$ cat src/rtl/ecc_rmw_pkg.sv
package ecc_rmw_pkg;
  localparam int DATA_W  = 32;
  localparam int CHK_W   = 6;
  localparam int CODE_W  = DATA_W + CHK_W;
  localparam int LANES   = DATA_W / 8;

  typedef enum logic [1:0] {
    ST_IDLE  = 2'd0,
    ST_READ  = 2'd1,
    ST_WAIT  = 2'd2,
    ST_WRITE = 2'd3
  } rmw_state_t;

  function automatic bit is_check_pos(int p);
    return (p & (p - 1)) == 0;
  endfunction

  // scatter data bits over the non-check positions, check bits left zero
  function automatic logic [CODE_W-1:0] scatter_data(logic [DATA_W-1:0] d);
    logic [CODE_W-1:0] cw;
    int idx;
    cw  = '0;
    idx = 0;
    for (int p = 1; p <= CODE_W; p++) begin
      if (!is_check_pos(p)) begin
        cw[p-1] = d[idx];
        idx++;
      end
    end
    return cw;
  endfunction

  function automatic logic [DATA_W-1:0] gather_data(logic [CODE_W-1:0] cw);
    logic [DATA_W-1:0] d;
    int idx;
    d   = '0;
    idx = 0;
    for (int p = 1; p <= CODE_W; p++) begin
      if (!is_check_pos(p)) begin
        d[idx] = cw[p-1];
        idx++;
      end
    end
    return d;
  endfunction

  function automatic logic [CHK_W-1:0] position_xor(logic [CODE_W-1:0] cw);
    logic [CHK_W-1:0] s;
    s = '0;
    for (int p = 1; p <= CODE_W; p++) begin
      if (cw[p-1]) s = s ^ p[CHK_W-1:0];
    end
    return s;
  endfunction
endpackage

$ cat src/rtl/ecc_word_enc.sv
module ecc_word_enc
  import ecc_rmw_pkg::*;
(
  input  logic [DATA_W-1:0] data_i,
  output logic [CODE_W-1:0] code_o
);
  logic [CODE_W-1:0] bare;
  logic [CHK_W-1:0]  par;

  always_comb begin
    bare   = scatter_data(data_i);
    par    = position_xor(bare);
    code_o = bare;
    for (int k = 0; k < CHK_W; k++) begin
      code_o[(1 << k) - 1] = par[k];
    end
  end
endmodule

$ cat src/rtl/ecc_word_dec.sv
module ecc_word_dec
  import ecc_rmw_pkg::*;
(
  input  logic [CODE_W-1:0] code_i,
  output logic [DATA_W-1:0] data_o,
  output logic              fixed_o,
  output logic              bad_o
);
  localparam logic [CHK_W-1:0] LAST_POS = CHK_W'(CODE_W);

  logic [CHK_W-1:0]  syn;
  logic [CODE_W-1:0] flip;

  always_comb begin
    syn     = position_xor(code_i);
    fixed_o = (syn != '0) && (syn <= LAST_POS);
    bad_o   = (syn > LAST_POS);
    flip    = '0;
    if (fixed_o) flip[syn - 1'b1] = 1'b1;
    data_o  = gather_data(code_i ^ flip);
  end
endmodule

$ cat src/rtl/ecc_lane_merge.sv
module ecc_lane_merge
  import ecc_rmw_pkg::*;
(
  input  logic [DATA_W-1:0] old_i,
  input  logic [DATA_W-1:0] new_i,
  input  logic [LANES-1:0]  be_i,
  output logic [DATA_W-1:0] out_o
);
  for (genvar g = 0; g < LANES; g++) begin : g_lane
    assign out_o[g*8 +: 8] = be_i[g] ? new_i[g*8 +: 8] : old_i[g*8 +: 8];
  end
endmodule

$ cat src/rtl/ecc_rmw_unit.sv
module ecc_rmw_unit
  import ecc_rmw_pkg::*;
#(
  parameter int ADDR_W = 16
) (
  input  logic                 clk,
  input  logic                 rst_n,
  input  logic                 req_valid,
  output logic                 req_ready,
  input  logic                 req_write,
  input  logic [ADDR_W-1:0]    req_addr,
  input  logic [3:0]           req_be,
  input  logic [31:0]          req_wdata,
  output logic                 rsp_valid,
  output logic [7:0]           rsp_data,
  output logic                 ecc_corrected,
  output logic                 ecc_uncorr,
  output logic                 mem_rd_en,
  output logic                 mem_wr_en,
  output logic [ADDR_W-3:0]    mem_addr,
  output logic [37:0]          mem_wdata,
  input  logic [37:0]          mem_rdata
);
  localparam int WIDX_W = ADDR_W - 2;

  rmw_state_t          state_q, state_d;
  logic [WIDX_W-1:0]   widx_q;
  logic [1:0]          lane_q;
  logic [LANES-1:0]    be_q;
  logic [DATA_W-1:0]   new_q;
  logic [DATA_W-1:0]   word_q, word_d;
  logic                is_wr_q;
  logic                rsp_valid_q, corr_q, unc_q;
  logic [7:0]          rsp_data_q;

  logic                accept, full_wr, word_en, in_wait;
  logic [DATA_W-1:0]   dec_data, merged;
  logic                dec_fix, dec_bad;

  assign req_ready = (state_q == ST_IDLE);
  assign accept    = req_valid && req_ready;
  assign full_wr   = req_write && (&req_be);
  assign in_wait   = (state_q == ST_WAIT);

  ecc_word_dec u_dec (
    .code_i  (mem_rdata),
    .data_o  (dec_data),
    .fixed_o (dec_fix),
    .bad_o   (dec_bad)
  );

  ecc_lane_merge u_merge (
    .old_i (dec_data),
    .new_i (new_q),
    .be_i  (be_q),
    .out_o (merged)
  );

  ecc_word_enc u_enc (
    .data_i (word_q),
    .code_o (mem_wdata)
  );

  // next state
  always_comb begin
    state_d = state_q;
    unique case (state_q)
      ST_IDLE:  if (accept) state_d = full_wr ? ST_WRITE : ST_READ;
      ST_READ:  state_d = ST_WAIT;
      ST_WAIT:  state_d = is_wr_q ? ST_WRITE : ST_IDLE;
      ST_WRITE: state_d = ST_IDLE;
      default:  state_d = ST_IDLE;
    endcase
  end

  always_comb begin
    word_en = 1'b0;
    word_d  = word_q;
    if (accept) begin
      word_en = 1'b1;
      word_d  = req_wdata;
    end else if (in_wait && is_wr_q) begin
      word_en = 1'b1;
      word_d  = merged;
    end
  end

  // control registers
  always_ff @(posedge clk or negedge rst_n) begin
    if (!rst_n) begin
      state_q     <= ST_IDLE;
      rsp_valid_q <= 1'b0;
      corr_q      <= 1'b0;
      unc_q       <= 1'b0;
    end else begin
      state_q     <= state_d;
      rsp_valid_q <= in_wait && !is_wr_q;
      corr_q      <= in_wait && dec_fix;
      unc_q       <= in_wait && dec_bad;
    end
  end

  // datapath registers, enabled loads only
  always_ff @(posedge clk) begin
    if (accept) begin
      widx_q  <= req_addr[ADDR_W-1:2];
      lane_q  <= req_addr[1:0];
      be_q    <= req_be;
      new_q   <= req_wdata;
      is_wr_q <= req_write;
    end
    if (word_en) word_q <= word_d;
    if (in_wait && !is_wr_q) rsp_data_q <= dec_data[{lane_q, 3'b000} +: 8];
  end

  assign mem_rd_en     = (state_q == ST_READ);
  assign mem_wr_en     = (state_q == ST_WRITE);
  assign mem_addr      = widx_q;
  assign rsp_valid     = rsp_valid_q;
  assign rsp_data      = rsp_data_q;
  assign ecc_corrected = corr_q;
  assign ecc_uncorr    = unc_q;

  // full-lane writes skip the array read
  p_full_write_direct_r2: assert property (@(posedge clk) disable iff (!rst_n)
    (req_valid && req_ready && req_write && (&req_be)) |=> (mem_wr_en && !mem_rd_en));
  // reads and partial writes fetch first
  p_read_first_r10: assert property (@(posedge clk) disable iff (!rst_n)
    (req_valid && req_ready && !(req_write && (&req_be))) |=> mem_rd_en);
  p_rd_wr_excl_r3: assert property (@(posedge clk) disable iff (!rst_n)
    !(mem_rd_en && mem_wr_en));
  p_read_busy_r8: assert property (@(posedge clk) disable iff (!rst_n)
    mem_rd_en |=> (!req_ready && !mem_rd_en && !mem_wr_en));
  p_write_ends_r8: assert property (@(posedge clk) disable iff (!rst_n)
    mem_wr_en |=> req_ready);
  p_rsp_pulse_r4: assert property (@(posedge clk) disable iff (!rst_n)
    rsp_valid |=> !rsp_valid);
  p_flag_excl_r6: assert property (@(posedge clk) disable iff (!rst_n)
    ecc_uncorr |-> !ecc_corrected);
endmodule

$ cat config.mk
export PLATFORM = sky130hd
export DESIGN_NAME = ecc_rmw_unit
export DESIGN_NICKNAME = d
export VERILOG_FILES = /design/src/rtl/ecc_rmw_pkg.sv /design/src/rtl/ecc_word_enc.sv /design/src/rtl/ecc_word_dec.sv /design/src/rtl/ecc_lane_merge.sv /design/src/rtl/ecc_rmw_unit.sv
export SDC_FILE = /design/constraint.sdc
export NUM_CORES = 1
export LEC_CHECK = 0
export ABC_CLOCK_PERIOD_IN_PS = 3600
export BUFFER_PORTS_ARGS = -buffer_cell sky130_fd_sc_hd__buf_2
export CAP_MARGIN = 25
export CORE_UTILIZATION = 54
export DETAILED_ROUTE_END_ITERATION = 16
export PLACE_DENSITY = 0.82
export RECOVER_POWER = 25
export REMOVE_ABC_BUFFERS = 1
export SLEW_MARGIN = 20
export SYNTH_ARGS = -nofsm -noshare
export SYNTH_HDL_FRONTEND = slang
export SYNTH_SLANG_ARGS = --single-unit
$ cat constraint.sdc
create_clock -name clk -period 3.6 [get_ports clk]
set_input_delay 0 -clock clk [delete_from_list [all_inputs] [get_ports clk]]
set_output_delay 0 -clock clk [all_outputs]
set_load 0.005 [all_outputs]
* Word level (Yosys, flattened, before mapping) *
Index checks and enable logic that the tools add are counted.

storage, ports and cells
  register bits after elaboration = 98
  latch bits = 0
  RAM bits = 0
  bits in read-only memories = 0
  input port bits = 94
  output and inout port bits = 66
  logic and storage cells = 189
  memories kept = 0

cells by class
  add/sub/neg operators = 1
  $mul = 0
  div/mod/pow operators = 0
  $lt $le $gt $ge = 4
  equality and inequality tests = 4
  shifts and indexed selects = 1
  multiplexer cells = 85
  bitwise gates (word level) = 69
  reduce and logical (&&, ||, !) cells = 14

operators by type and width
  cell                                                                          count
  5-bit 2-to-1 mux                                                              31
  6-bit 2-to-1 mux                                                              13
  3-bit inverter                                                                26
  32-bit 2-to-1 mux                                                             2
  4-bit 2-to-1 mux                                                              15
  2-bit inverter                                                                25
  4-bit inverter                                                                10
  38-bit 2-to-1 mux                                                             1
  38-bit XOR                                                                    1
  8-bit 2-to-1 mux                                                              4
  32-bit by 6-bit variable part select with 8-bit output                        1
  3-bit 2-to-1 mux                                                              7
  2-bit 2-to-1 mux                                                              6
  5-bit inverter                                                                2
  1-bit logical AND                                                             8
  2-bit one-hot mux with 4 select lines                                         1
  6-bit by 7-bit less-than comparator with 1-bit output, second input constant  1
  1-bit demux with 6-bit select                                                 1
  6-bit by 1-bit >= comparator with 1-bit output, second input constant         1
  6-bit > comparator, second input constant                                     1
  6-bit less-or-equal comparator, second input constant                         1
  6-bit nonzero test                                                            1
  6-bit by 1-bit subtractor with 6-bit output, second input constant            1
  1-bit inverter, first input constant                                          5
  other kinds (9)                                                               13

* Logic depth before layout (Yosys ltp) *
  word-level depth = 80
  mapped depth = 15
  mapped depth without buffers = 13

* Hierarchy *
Synthesis repeated with hierarchy kept, for this count alone.

unflattened totals
  cell total of the unflattened synthesis = 452
  area total of the unflattened synthesis = 6,492.5 sq um

by module, submodules not included
  module          times used  cells each  area an instance (sq um)  seq. area each (sq um)
  ecc_rmw_unit    1           159         3,629.7                   2,917.8
  ecc_word_dec    1           171         1,554.0                   0.0
  ecc_word_enc    1           86          783.3                     0.0
  ecc_lane_merge  1           36          525.5                     0.0

* Worst setup path after synthesis *
Ideal clock, no wire load.

  path kind = input -> register
  start point = input port mem_rdata[9]
  end point = register rsp_data_q[4], in the netlist rsp_data[4] (data pin)
  setup time = 272 ps
  arrival = 3,359 ps
  data required time = 3,328 ps
  setup slack = -31 ps
  cell stages on the path = 14
  path buffers = 2
  cell sequence = xnor3_1 > xor2_1 > xor2_1 > xnor2_1 > buf_2 > ha_1 > clkbuf_1 > xnor2_1 > xor2_1 > nand2_1 > or3_1 > o21a_1 > or2_1 > mux4_2

on the way
  word-level cells in the longest chain between the ends = 51
  elaborated cells between the ends (all ways) = 61
  those cells by class = add/sub: 1; order compare: 3; shift: 1; mux: 32; bitwise: 21; reduce/logical: 3

RTL lines
  element                                                                                                                                        line                 RTL
  start, declared                                                                                                                                ecc_rmw_unit.sv:22   input logic [37:0] mem_rdata
  4-bit 2-to-1 mux (*)                                                                                                                           ecc_rmw_pkg.sv:51    if (cw[p-1]) s = s ^ p[CHK_W-1:0];
  3-bit inverter (no source line)                                                                                                                -
  4-bit 2-to-1 mux (*) (3 in series)                                                                                                             ecc_rmw_pkg.sv:51
  3-bit inverter (no source line)                                                                                                                -
  4-bit 2-to-1 mux (*)                                                                                                                           ecc_rmw_pkg.sv:51
  4-bit inverter (no source line)                                                                                                                -
  4-bit 2-to-1 mux (*)                                                                                                                           ecc_rmw_pkg.sv:51
  5-bit 2-to-1 mux (*) (2 in series)                                                                                                             ecc_rmw_pkg.sv:51
  [... 32 more ...]                                                                                                                              -
  6-bit by 1-bit subtractor with 6-bit output                                                                                                    ecc_word_dec.sv:19   if (fixed_o) flip[syn - 1'b1] = 1'b1;
  6-bit by 7-bit less-than comparator with 1-bit output (implied by the code) or 6-bit by 1-bit >= comparator with 1-bit output (tied branches)  ecc_word_dec.sv:19
  1-bit logical AND (implied by the code)                                                                                                        ecc_word_dec.sv:19
  1-bit 2-to-1 mux (implied by the code)                                                                                                         ecc_word_dec.sv:19
  1-bit demux with 6-bit select                                                                                                                  -
  38-bit 2-to-1 mux (*)                                                                                                                          ecc_word_dec.sv:19
  38-bit XOR (*)                                                                                                                                 ecc_word_dec.sv:20   data_o = gather_data(code_i ^ flip);
  32-bit by 6-bit variable part select with 8-bit output (*)                                                                                     ecc_rmw_unit.sv:113  if (in_wait && !is_wr_q) rsp_data_q <= dec_data[{lane_q, 3'b000} +: 8];
  end signal, assigned                                                                                                                           ecc_rmw_unit.sv:113
  end, declared                                                                                                                                  ecc_rmw_unit.sv:34   logic [7:0] rsp_data_q;

Mark *: on every way between the ends. The rest lies on a longest branch, timed or not.
A chain may end at the register's enable or synchronous reset.

* Worst setup path in the final report *
Ends and elaborated chain as after synthesis.

==> results.sh <==
export IMPL_run_status="complete, no violations"
export IMPL_cp_max_fo=3
export IMPL_holdWs_ps=180
export IMPL_finClkSkew_ps=13.4
export IMPL_grt_ovfl_total=0
export IMPL_path_clk_slew_ps=90
export IMPL_critical_path_slowest_cell="a2111oi_1"
export IMPL_gp_congestion=0.998
export IMPL_synth_edf_count=93
export IMPL_max_cap_violations=0
export IMPL_die_area_um2=11500
export IMPL_critical_path_class="in -> reg"
export IMPL_p_leak_nw=3.21
export IMPL_cts_setup_buffers=0
export IMPL_firstDrtPassIters=5
export IMPL_clk_path_buf_depth=2
export IMPL_clock_sinks=98
export IMPL_grt_max_degree=45
export IMPL_wl_per_cell_um=20.5
export IMPL_synth_avg_cell_area_um2=11.7
export IMPL_syn_area_um2=5990
export IMPL_nets=877
export IMPL_synth_cell_type_count=53
export IMPL_vias_per_cell=5.77
export IMPL_cp_arrival_ps=3520
export IMPL_async_flop_share=0.0510
export IMPL_fin_tns_setup_ps=0
export IMPL_ys_warnings_count=0
export IMPL_slew_viol_final=0
export IMPL_core_area_um2=10800
export IMPL_drive_above_1_share=0.276
export IMPL_reg2reg_slack_ps=1650
export IMPL_rsz0062_at_grt="no"
export IMPL_vias=5345
export IMPL_grt_first_pass_wirelength_um=28600
export IMPL_place_detailed_hpwl_um=14000
export IMPL_cp_required_ps=3710
export IMPL_die_x_um=107
export IMPL_cts_tree="done"
export IMPL_start_util=0.553
export IMPL_num_rows=38
export IMPL_grt_pass1_vias=5231
export IMPL_nFillCells=733
export IMPL_period_needed_ps=3410
export IMPL_seq_area_um2=2920
export IMPL_top_level_ports=160
export IMPL_setup_viol=0
export IMPL_grt_usage=0.341
export IMPL_cp_top_family="XOR/XNOR gates"
export IMPL_hp_class="in -> reg"
export IMPL_cts_made_buffers=9
export IMPL_synthCells=513
export IMPL_fmax_ghz=0.293
export IMPL_area_growth_pct=34.4
export IMPL_ys_seq_elements=98
export IMPL_drc=0
export IMPL_critPathMaxStageDelay_ps=550
export IMPL_fp_dieH_um=107
export IMPL_timing_final_crit_share=0.947
export IMPL_multi_input_area_um2=2990
export IMPL_final_util=0.743
export IMPL_antenna_found_initial=1
export IMPL_cts_root_buf="clkbuf_8"
export IMPL_path_cells="buf_2 > xnor3_1 > xor2_1 > xor2_1 > xnor2_1 > ha_1 > xnor2_1 > xor2_1 > nand2b_1 > a2111oi_1 > buf_4 > o21ai_0 > xnor2_1 > mux4_2"
export IMPL_synthFlopType="edfxtp_1"
export IMPL_finalHoldViolCount=0
export IMPL_path_buf_inv=2
export IMPL_worstSetupStartpointType="primary input"
export IMPL_ys_seq_area_frac=0.487
export IMPL_vdd_ir_drop_max_mv=1.35
export IMPL_htree_levels=3
export IMPL_drt_wl_total_um=19000
export IMPL_drtIter0Drc=498
export IMPL_drtAntennaViolNets=0
export IMPL_port_buffers=159
export IMPL_powerDensity_nw_per_um2=915
export IMPL_end_kind="flip-flop"
export IMPL_worstMarginPinSlew_ps=908
export IMPL_relSlewSlack=0.393
export IMPL_clk_latency_ps=370
## report_power, final
part | total [mW] | internal [mW] | switching (mW) | leakage [nW]
clock network | 0.728 | 0.326 | 0.402 | 0.0975
registers | 1.91 | 1.67 | 0.240 | 0.938
logic | 4.73 | 2.23 | 2.50 | 2.18
total | 7.37 | 4.23 | 3.14 | 3.21
## synth_stat cells (all sizes together) (2+ instances only)
library cell,n,area (um^2)
a31oi,2,12.5
a2111oi,4,41.3
a22oi,2,15.0
nand2b,5,31.3
inv,8,30.0
or3,6,37.5
a21oi,30,150
nand3,6,30.0
o211ai,4,30.0
a211oi,6,45.0
o21a,3,22.5
nor2b,2,12.5
ha,3,37.5
clkbuf,11,41.3
nand2,29,109
dfrtp,5,125
o21ai,39,195
or2,5,31.3
xnor2,103,910
or4,2,15.0
a31o,2,17.5
and3,3,18.8
o311ai,3,33.8
buf,4,18.8
nor2,36,135
xor2,31,272
mux4,4,90.1
nor4,2,12.5
edfxtp,93,2790
o31ai,2,15.0
o31a,2,17.5
xnor3,12,274
mux2i,24,240
nor3,9,56.3
and2,4,25.0
## placed cells by master, fill, tap and decap left out, drive strengths merged, types with 3 or more instances in the layout
cell,instances
xnor3,12
mux2i,24
a211oi,6
dlygate4sd3,56
o21ai,39
clkinv,3
nand3,6
a2111oi,4
o21a,3
nand2,29
xor2,31
or2,5
or3,6
o211ai,4
a21oi,30
edfxtp,93
o311ai,3
mux4,4
ha,3
inv,10
nand2b,5
clkbuf,43
buf,181
nor3,9
dfrtp,5
and2,4
xnor2,103
nor2,36
and3,3
## per-stage QoR
stage          cell area (um^2)  cells  power [mW]  worst slack (ps)
2_1_floorplan              5930    498        4.69              -277
3_3_place_gp               7320    853        6.42              -285
3_5_place_dp               7320    853        6.50              -397
4_1_cts                    8090    925        7.26              48.0
5_1_grt                    8050    926        7.83              73.3
6_report                   8050    926        7.37               192
## tightest hold or removal path, delay by kind of cell
family                    cells  cell delay, ps
buffers and inverters         1             110
xor gates and xnor gates      1             110
AOI/OAI and AO/OA             1              70
and+or+nand+nor               1              90
## flip-flops by register name, indices dropped and copies added, names as in the netlist
name and flops:
new_q 32, ecc_corrected 1, lane_q 2, be_q 4
rsp_data 8, is_wr_q 1, mem_addr 14, rsp_valid 1
state_q 2, word_q 32, ecc_uncorr 1
## routing by layer
metal / vias up / routed length, um / GRT usage
met1: 2568 / 7060 / 0.410
met3: 54 / 1370 / 0.0484
met2: 338 / 9880 / 0.618
met5: - / 0 / 0
li1: 2385 / - / -
met4: 0 / 664 / 0.135
## path summary, 6_finish.rpt
path,cells after the start,from,endpoint
setup / recovery,14,mem_rdata[9],rsp_data[4]
hold / removal,4,mem_rdata[35],rsp_data[5]
setup reg to reg,6,state_q[1],word_q[27]
hold reg to reg,1,state_q[0],state_q[0]
max in group asynchronous,3,rst_n,rsp_valid
min in group asynchronous,3,rst_n,state_q[1]
## cell families (layout without fill, tap and decap cells)
| logic type | after synthesis | in the layout | synth area share |
|---|---|---|---|
| other | 0 | 1 | 0 |
| AOI/OAI and AO/OA | 102 | 102 | 0.103 |
| DFF | 98 | 98 | 0.487 |
| adders and majority gates | 3 | 3 | 0.00627 |
| buffers and inverters | 24 | 296 | 0.0157 |
| muxes | 28 | 28 | 0.0551 |
| and+or+nand+nor | 112 | 112 | 0.0896 |
| xor gates and xnor gates | 146 | 146 | 0.243 |
## cell type report
| cell class | instances | area share |
|---|---|---|
| inverter | 9 | 0.00420 |
| timing repair buffer | 271 | 0.215 |
| antenna | 1 | 0.000311 |
| sequential | 98 | 0.362 |
| multi-input combinational | 391 | 0.371 |
| clock inverter | 7 | 0.00932 |
| tap | 140 | 0.0218 |
| clock buffer | 9 | 0.0154 |
## repair_timing
| item | 4_1_cts | 5_1_grt |
|---|---|---|
| hold endpoints to repair | 84 | 0 |
| pin swaps | 0 | 0 |
| setup endpoints to repair | 1 | 6 |
| hold buffers | 56 | 0 |
| gates resized for setup | 1 | 2 |
No activity file was read; power rests on OpenSTA's default activity.
